**src/rtl/imc_pkg.sv**
```systemverilog
package imc_pkg;

    localparam int SEL_W = 3;

    typedef enum logic [SEL_W-1:0] {
        SEL_SET  = 3'd0,
        SEL_CLR  = 3'd1,
        SEL_MASK = 3'd2,
        SEL_STAT = 3'd3,
        SEL_LIVE = 3'd4
    } rsel_e;

    localparam int BIT_RX_LEVEL = 0;
    localparam int BIT_RX_EMPTY = 1;
    localparam int BIT_RX_FULL  = 2;
    localparam int BIT_TX_EMPTY = 3;
    localparam int BIT_TX_FULL  = 4;
    localparam int BIT_OVERRUN  = 5;
    localparam int BIT_FRAMING  = 6;
    localparam int BIT_PARITY   = 7;
    localparam int BIT_RX_TOUT  = 8;

endpackage

```
**src/rtl/imc_mask_reg.sv**
```systemverilog
module imc_mask_reg #(
    parameter int N = 13
) (
    input  logic         clk_i,
    input  logic         rst_ni,
    input  logic         set_wr_i,
    input  logic         clr_wr_i,
    input  logic [N-1:0] wbits_i,
    output logic [N-1:0] mask_o
);

    typedef struct packed {
        logic [N-1:0] mask;
    } mask_state_t;

    mask_state_t st_d, st_q;

    always_comb begin
        st_d = st_q;
        if (set_wr_i) begin
            st_d.mask = st_d.mask | wbits_i;
        end
        // clear is applied last so it wins on a shared bit
        if (clr_wr_i) begin
            st_d.mask = st_d.mask & ~wbits_i;
        end
    end

    always_ff @(posedge clk_i or negedge rst_ni) begin
        if (!rst_ni) begin
            st_q <= '0;
        end else begin
            st_q <= st_d;
        end
    end

    assign mask_o = st_q.mask;

endmodule

```
**src/rtl/imc_status_reg.sv**
```systemverilog
module imc_status_reg #(
    parameter int N = 13
) (
    input  logic         clk_i,
    input  logic         rst_ni,
    input  logic         ack_wr_i,
    input  logic [N-1:0] wbits_i,
    input  logic [N-1:0] evt_i,
    output logic [N-1:0] stat_o
);

    typedef struct packed {
        logic [N-1:0] stat;
    } stat_state_t;

    stat_state_t  st_d, st_q;
    logic [N-1:0] clr_vec;

    assign clr_vec = ack_wr_i ? wbits_i : '0;

    // one sticky cell per bit; a fresh event overrides a clear
    always_comb begin
        st_d = st_q;
        for (int b = 0; b < N; b++) begin
            if (evt_i[b]) begin
                st_d.stat[b] = 1'b1;
            end else if (clr_vec[b]) begin
                st_d.stat[b] = 1'b0;
            end
        end
    end

    always_ff @(posedge clk_i or negedge rst_ni) begin
        if (!rst_ni) begin
            st_q <= '0;
        end else begin
            st_q <= st_d;
        end
    end

    assign stat_o = st_q.stat;

endmodule

```
**src/rtl/imc_read_port.sv**
```systemverilog
module imc_read_port
    import imc_pkg::*;
#(
    parameter int N      = 13,
    parameter int DATA_W = 32
) (
    input  logic              clk_i,
    input  logic              rst_ni,
    input  logic              rd_en_i,
    input  logic [SEL_W-1:0]  rd_sel_i,
    input  logic [N-1:0]      mask_i,
    input  logic [N-1:0]      stat_i,
    input  logic [N-1:0]      live_i,
    output logic [DATA_W-1:0] rdata_o
);

    localparam int PAD = DATA_W - N;

    typedef struct packed {
        logic [DATA_W-1:0] rdata;
    } rd_state_t;

    rd_state_t st_d, st_q;

    always_comb begin
        st_d = st_q;
        if (rd_en_i) begin
            case (rsel_e'(rd_sel_i))
                SEL_MASK: st_d.rdata = {{PAD{1'b0}}, mask_i};
                SEL_STAT: st_d.rdata = {{PAD{1'b0}}, stat_i};
                SEL_LIVE: st_d.rdata = {{PAD{1'b0}}, live_i};
                default:  st_d.rdata = '0;
            endcase
        end
    end

    always_ff @(posedge clk_i or negedge rst_ni) begin
        if (!rst_ni) begin
            st_q <= '0;
        end else begin
            st_q <= st_d;
        end
    end

    assign rdata_o = st_q.rdata;

endmodule

```
**src/rtl/imc_irq_ctrl.sv**
```systemverilog
module imc_irq_ctrl
    import imc_pkg::*;
#(
    parameter int N      = 13,
    parameter int DATA_W = 32
) (
    input  logic              clk_i,
    input  logic              rst_ni,
    input  logic              set_wr_i,
    input  logic              clr_wr_i,
    input  logic              ack_wr_i,
    input  logic [DATA_W-1:0] wdata_i,
    input  logic              rd_en_i,
    input  logic [SEL_W-1:0]  rd_sel_i,
    output logic [DATA_W-1:0] rdata_o,
    input  logic [N-1:0]      evt_i,
    input  logic [N-1:0]      live_i,
    output logic              irq_o
);

    typedef struct packed {
        logic irq;
    } top_state_t;

    top_state_t   st_d, st_q;
    logic [N-1:0] wbits;
    logic [N-1:0] mask_q;
    logic [N-1:0] stat_q;

    assign wbits = wdata_i[N-1:0];

    imc_mask_reg #(.N(N)) i_mask (
        .clk_i    (clk_i),
        .rst_ni   (rst_ni),
        .set_wr_i (set_wr_i),
        .clr_wr_i (clr_wr_i),
        .wbits_i  (wbits),
        .mask_o   (mask_q)
    );

    imc_status_reg #(.N(N)) i_stat (
        .clk_i    (clk_i),
        .rst_ni   (rst_ni),
        .ack_wr_i (ack_wr_i),
        .wbits_i  (wbits),
        .evt_i    (evt_i),
        .stat_o   (stat_q)
    );

    imc_read_port #(.N(N), .DATA_W(DATA_W)) i_rd (
        .clk_i    (clk_i),
        .rst_ni   (rst_ni),
        .rd_en_i  (rd_en_i),
        .rd_sel_i (rd_sel_i),
        .mask_i   (mask_q),
        .stat_i   (stat_q),
        .live_i   (live_i),
        .rdata_o  (rdata_o)
    );

    always_comb begin
        st_d     = st_q;
        st_d.irq = |(stat_q & mask_q);
    end

    always_ff @(posedge clk_i or negedge rst_ni) begin
        if (!rst_ni) begin
            st_q <= '0;
        end else begin
            st_q <= st_d;
        end
    end

    assign irq_o = st_q.irq;

endmodule


```
**config.mk**
```make
export PLATFORM = sky130hd
export DESIGN_NAME = imc_irq_ctrl
export DESIGN_NICKNAME = d
export VERILOG_FILES = /design/src/rtl/imc_pkg.sv /design/src/rtl/imc_mask_reg.sv /design/src/rtl/imc_status_reg.sv /design/src/rtl/imc_read_port.sv /design/src/rtl/imc_irq_ctrl.sv
export SDC_FILE = /design/constraint.sdc
export NUM_CORES = 1
export LEC_CHECK = 0
export BUFFER_PORTS_ARGS = -buffer_cell sky130_fd_sc_hd__buf_2
export CORE_MARGIN = 3
export CORE_UTILIZATION = 41
export CTS_BUF_LIST = sky130_fd_sc_hd__clkbuf_16
export CTS_CLUSTER_SIZE = 16
export DETAILED_ROUTE_END_ITERATION = 8
export PLACE_DENSITY = 0.79
export SLEW_MARGIN = 5
export SYNTH_ARGS = -nofsm -noshare
export SYNTH_HDL_FRONTEND = slang
export SYNTH_SLANG_ARGS = --single-unit
```
**constraint.sdc**
```tcl
create_clock -name clk_i -period 1.3 [get_ports clk_i]
set_input_delay 0.39 -clock clk_i [delete_from_list [all_inputs] [get_ports clk_i]]
set_output_delay 0.39 -clock clk_i [all_outputs]
set_load 0.005 [all_outputs]
```
==> Implementation_results.wiki <==
{| class="wikitable"
! Metric !! Value
|-
| CP required || around 1500 ps
|-
| Number of setup buffers added after CTS || 0
|-
| Net switching power of the design || about 0.00078 W
|-
| Clk sinks || 40
|-
| Kind of critical path || input pin to flip-flop
|-
| Final count of negative-setup-slack endpoints || 0
|-
| Post-synthesis average cell area || ~11 µm²
|-
| Die outline width || 80.0 µm
|-
| Combinational family with the most area after synthesis || compound AO/OA/AOI/OAI gates
|-
| Worst path setup slack after routing || between 70 and 80 ps
|-
| Critical path peak fanout || 13
|-
| Count of H-tree levels built during CTS || 2
|-
| Detail-routed net length per standard cell || roughly 15 µm
|-
| Final Non-Filler Cells || around 340
|-
| Detailed-placement wirelength estimate || a little under 4000 µm
|-
| Number of maximum-capacitance constraint violations || 0
|-
| Number of vias per cell after detailed routing || around 5.2
|-
| Final Slew Violations || 0
|-
| Core occupancy in the finished layout || a little over half
|-
| Post-synthesis cell type with the largest combined area || sky130_fd_sc_hd__dfrtp_1
|-
| Maximum achievable frequency || a little over 800 MHz
|-
| Reg power frac || roughly 44%
|-
| Routability congestion estimate from global placement || slightly above 0.8
|-
| Die outline area || around 6400 µm²
|-
| Final wirelength || roughly 5200 µm
|-
| Portion of netlist area occupied by mux cells || 0%
|-
| Total Nets Final || between 300 and 400
|-
| Worst Hold Slack || roughly 78 ps
|-
| Grt ovf || 0
|-
| Master cell of the clock root buffer || sky130_fd_sc_hd__clkbuf_16
|-
| Synthesized instance count || around 200
|-
| XOR/XNOR share of the synthesized area || 0%
|-
| Capturing element type of the critical path || flip-flop
|-
| Via count of the first global-routing pass || between 1500 and 2000
|-
| Switching Fraction || a little under a quarter
|-
| Clock tree from TritonCTS || yes
|-
| DRC violation total after the first TritonRoute iteration || approximately 90
|-
| Setup repair after global routing missed its margin || false
|-
| Sequential element share of the synthesized area || between 40 and 50%
|-
| Setup TNS || 0 ps
|-
| Cts-stage hold buffer count || 0
|-
| # resized after CTS || 0
|-
| Internal cell power || approximately 0.0025 W
|-
| Final clock skew || 4.17 ps
|-
| Leakage power figure || about 1.3 nW
|-
| Total CTS buffers || 5
|-
| Type of element launching the critical path || input pin
|-
| Worst-case setup slack after placement || -174 ps
|-
| Antenna diode instance count || 0
|-
| Synth Area in Simple Gates || about 18%
|-
| Worst reg2reg setup slack || roughly 130 ps
|-
| Unique masters post-synth || 30
|-
| Register clock-pin slew on the reported worst setup and hold paths || 60 ps
|-
| Power per standard cell area || about 1200 nW/µm²
|-
| Via total after detailed routing || 1783
|-
| Status || complete, no violations
|-
| Crit share post-route || between 90% and 100%
|-
| Warning count from the yosys run || 0
|-
| Die outline height || 80.0 µm
|-
| Remaining antenna violation count || 0
|-
| Path category of the worst min-delay check || input pin to asynchronous set/reset pin
|-
| Beginning of the worst register-to-register path || i_stat.stat_o[4]
|-
| Period minus WS final || 1230 ps
|-
| Final routed DRC violation total || 0
|-
| Cells taking the most area after synthesis || sky130_fd_sc_hd__dfrtp_1, sky130_fd_sc_hd__and4bb_1, sky130_fd_sc_hd__buf_4
|-
| Placeable core region || roughly 5200 µm²
|-
| First-pass GRT wire length || 8400 µm
|-
| Number of buffers inserted by port buffering || a little over 60
|-
| GR Util All Layers || between 10% and 20%
|-
| Initial antenna violation count || 0
|-
| Maximum clock path buffer count || 2
|-
| Largest voltage drop on the vdd net || between 500 and 600 µV
|-
| Core Rows || 26
|-
| Area Growth Syn to Fin || 24.4%
|-
| Post-Place Cells || about 340
|-
| Number of flip-flops and latches in the synthesized netlist || 40
|-
| Layout cell share with drive strength beyond 1 || between 40% and 50%
|-
| Fraction of the mapped netlist area in adder cells || 0%
|-
| Clock power share || about two fifths
|-
| Synth Area in Compound Gates || around 26%
|-
| Initial cell density of the core || a little over two fifths
|-
| Data arrival time of the worst path || between 1000 and 1500 ps
|-
| Largest net degree at the start of global routing || slightly above 40
|-
| Area of the mapped netlist || between 2000 and 2500 µm²
|-
| Final hold viol count || 0
|-
| Combinational Power Share || approximately 15%
|-
| Worst setup path startpoint || rd_sel_i[1]
|-
| Boundary pin count || 100
|-
| Number of iterations in the first detailed-routing pass || 5
|-
| Post-synth top area share || between 40% and 50%
|-
| Skew-Pair Late Insertion Delay || between 200 and 300 ps
|}
==> kinds of logic (layout without fill, tap and decap cells) <==
group | count (synthesis) | after routing
compound gates | 73 | 73
buf+inv | 43 | 96
simple gates | 45 | 45
flops | 40 | 40
other cells | 1 | 19
==> synthesized netlist by cell type <==
| cell | count |
|---|---|
| sky130_fd_sc_hd__buf_6 | 2 |
| sky130_fd_sc_hd__nand3_1 | 1 |
| sky130_fd_sc_hd__nand2b_1 | 1 |
| sky130_fd_sc_hd__nor3b_1 | 1 |
| sky130_fd_sc_hd__conb_1 | 1 |
| sky130_fd_sc_hd__a222oi_1 | 1 |
| sky130_fd_sc_hd__a2bb2oi_1 | 1 |
| sky130_fd_sc_hd__a22oi_1 | 3 |
| sky130_fd_sc_hd__and4bb_1 | 14 |
| sky130_fd_sc_hd__buf_4 | 21 |
| sky130_fd_sc_hd__a211oi_1 | 2 |
| sky130_fd_sc_hd__a21oi_1 | 26 |
| sky130_fd_sc_hd__dfrtp_1 | 40 |
| sky130_fd_sc_hd__a22o_1 | 1 |
| sky130_fd_sc_hd__o22ai_2 | 10 |
| sky130_fd_sc_hd__clkbuf_1 | 4 |
| sky130_fd_sc_hd__buf_1 | 2 |
| sky130_fd_sc_hd__a211oi_2 | 10 |
| sky130_fd_sc_hd__nand2_1 | 14 |
| sky130_fd_sc_hd__a21o_1 | 13 |
| sky130_fd_sc_hd__inv_1 | 12 |
| sky130_fd_sc_hd__and4bb_2 | 10 |
| sky130_fd_sc_hd__nor2b_1 | 2 |
| sky130_fd_sc_hd__and3_1 | 1 |
| sky130_fd_sc_hd__a221oi_1 | 1 |
| sky130_fd_sc_hd__o22ai_1 | 2 |
| sky130_fd_sc_hd__o21ai_1 | 2 |
| sky130_fd_sc_hd__buf_2 | 2 |
| sky130_fd_sc_hd__and3b_1 | 1 |
| sky130_fd_sc_hd__a41oi_1 | 1 |
==> power by group through the flow <==
stage / clock [W] / combinational [W] / sequential [W]
floorplan: 0 / 0.000316 / 0.00142
global placement: 0 / 0.000481 / 0.00144
detailed placement: 0 / 0.000496 / 0.00144
CTS: 0.00138 / 0.000497 / 0.00142
global route: 0.00144 / 0.000555 / 0.00143
finish: 0.00135 / 0.000496 / 0.00142
==> worst max-delay path: stages <==
cell                       delay [ps]
sky130_fd_sc_hd__buf_2            170
sky130_fd_sc_hd__buf_4            200
sky130_fd_sc_hd__and4bb_2         260
sky130_fd_sc_hd__a211oi_2         270
sky130_fd_sc_hd__o22ai_2           90
==> cell type report <==
class / count / area, µm²
timing repair buffer: 76 / 443
tap: 70 / 87.6
sequential: 40 / 1000
multi-input combinational: 137 / 1050
inverter: 12 / 45.0
clock buffer: 5 / 125
fill: 481 / 2410
clock inverter: 3 / 37.5
==> cell usage in the layout, fill, tap and decap left out <==
master                      netlist  layout
sky130_fd_sc_hd__a21o_1          13      13
sky130_fd_sc_hd__clkbuf_16        0       5
sky130_fd_sc_hd__a211oi_2        10      10
sky130_fd_sc_hd__nand3_1          1       1
sky130_fd_sc_hd__clkinv_1         0       2
sky130_fd_sc_hd__and4bb_2        10      10
sky130_fd_sc_hd__buf_2            2      61
sky130_fd_sc_hd__nor2b_1          2       2
sky130_fd_sc_hd__bufinv_16        0       1
sky130_fd_sc_hd__dfrtp_1         40      40
sky130_fd_sc_hd__a2bb2oi_1        1       1
sky130_fd_sc_hd__and3b_1          1       1
sky130_fd_sc_hd__nand2b_1         1       1
sky130_fd_sc_hd__conb_1           1      19
sky130_fd_sc_hd__a21oi_1         26      26
sky130_fd_sc_hd__a222oi_1         1       1
sky130_fd_sc_hd__and3_1           1       1
sky130_fd_sc_hd__a22oi_1          3       3
sky130_fd_sc_hd__o21ai_1          2       2
sky130_fd_sc_hd__inv_1           12      12
sky130_fd_sc_hd__a41oi_1          1       1
sky130_fd_sc_hd__a221oi_1         1       1
sky130_fd_sc_hd__o22ai_1          2       2
sky130_fd_sc_hd__and4bb_1        14      14
sky130_fd_sc_hd__nor3b_1          1       1
sky130_fd_sc_hd__buf_4           21      13
sky130_fd_sc_hd__nand2_1         14      14
sky130_fd_sc_hd__o22ai_2         10      10
sky130_fd_sc_hd__a22o_1           1       1
sky130_fd_sc_hd__buf_12           0       2
sky130_fd_sc_hd__a211oi_1         2       2
==> path summary, 6_finish.rpt <==
kind,endpoint,cells past startpoint
max,i_rd.rdata_o[3],5
min,i_stat.stat_o[5],2
max reg2reg,irq_o,3
min reg2reg,i_rd.rdata_o[1],2
max in group asynchronous,i_stat.stat_o[0],2
min in group clk_i,i_stat.stat_o[1],2
==> stage by stage <==
step	power, W	cell area, µm²
detailed placement	0.00194	2630
global route	0.00343	2790
global placement	0.00192	2630
finish	0.00326	2790
CTS	0.00329	2790
floorplan	0.00174	2310
==> metal layers <==
layer  wire (µm)  track usage [%]
met5           0                0
met4          97             5.24
met3         337             4.51
met2        2300             24.8
met1        2510             24.8
Power figures use the tool's default switching activity.
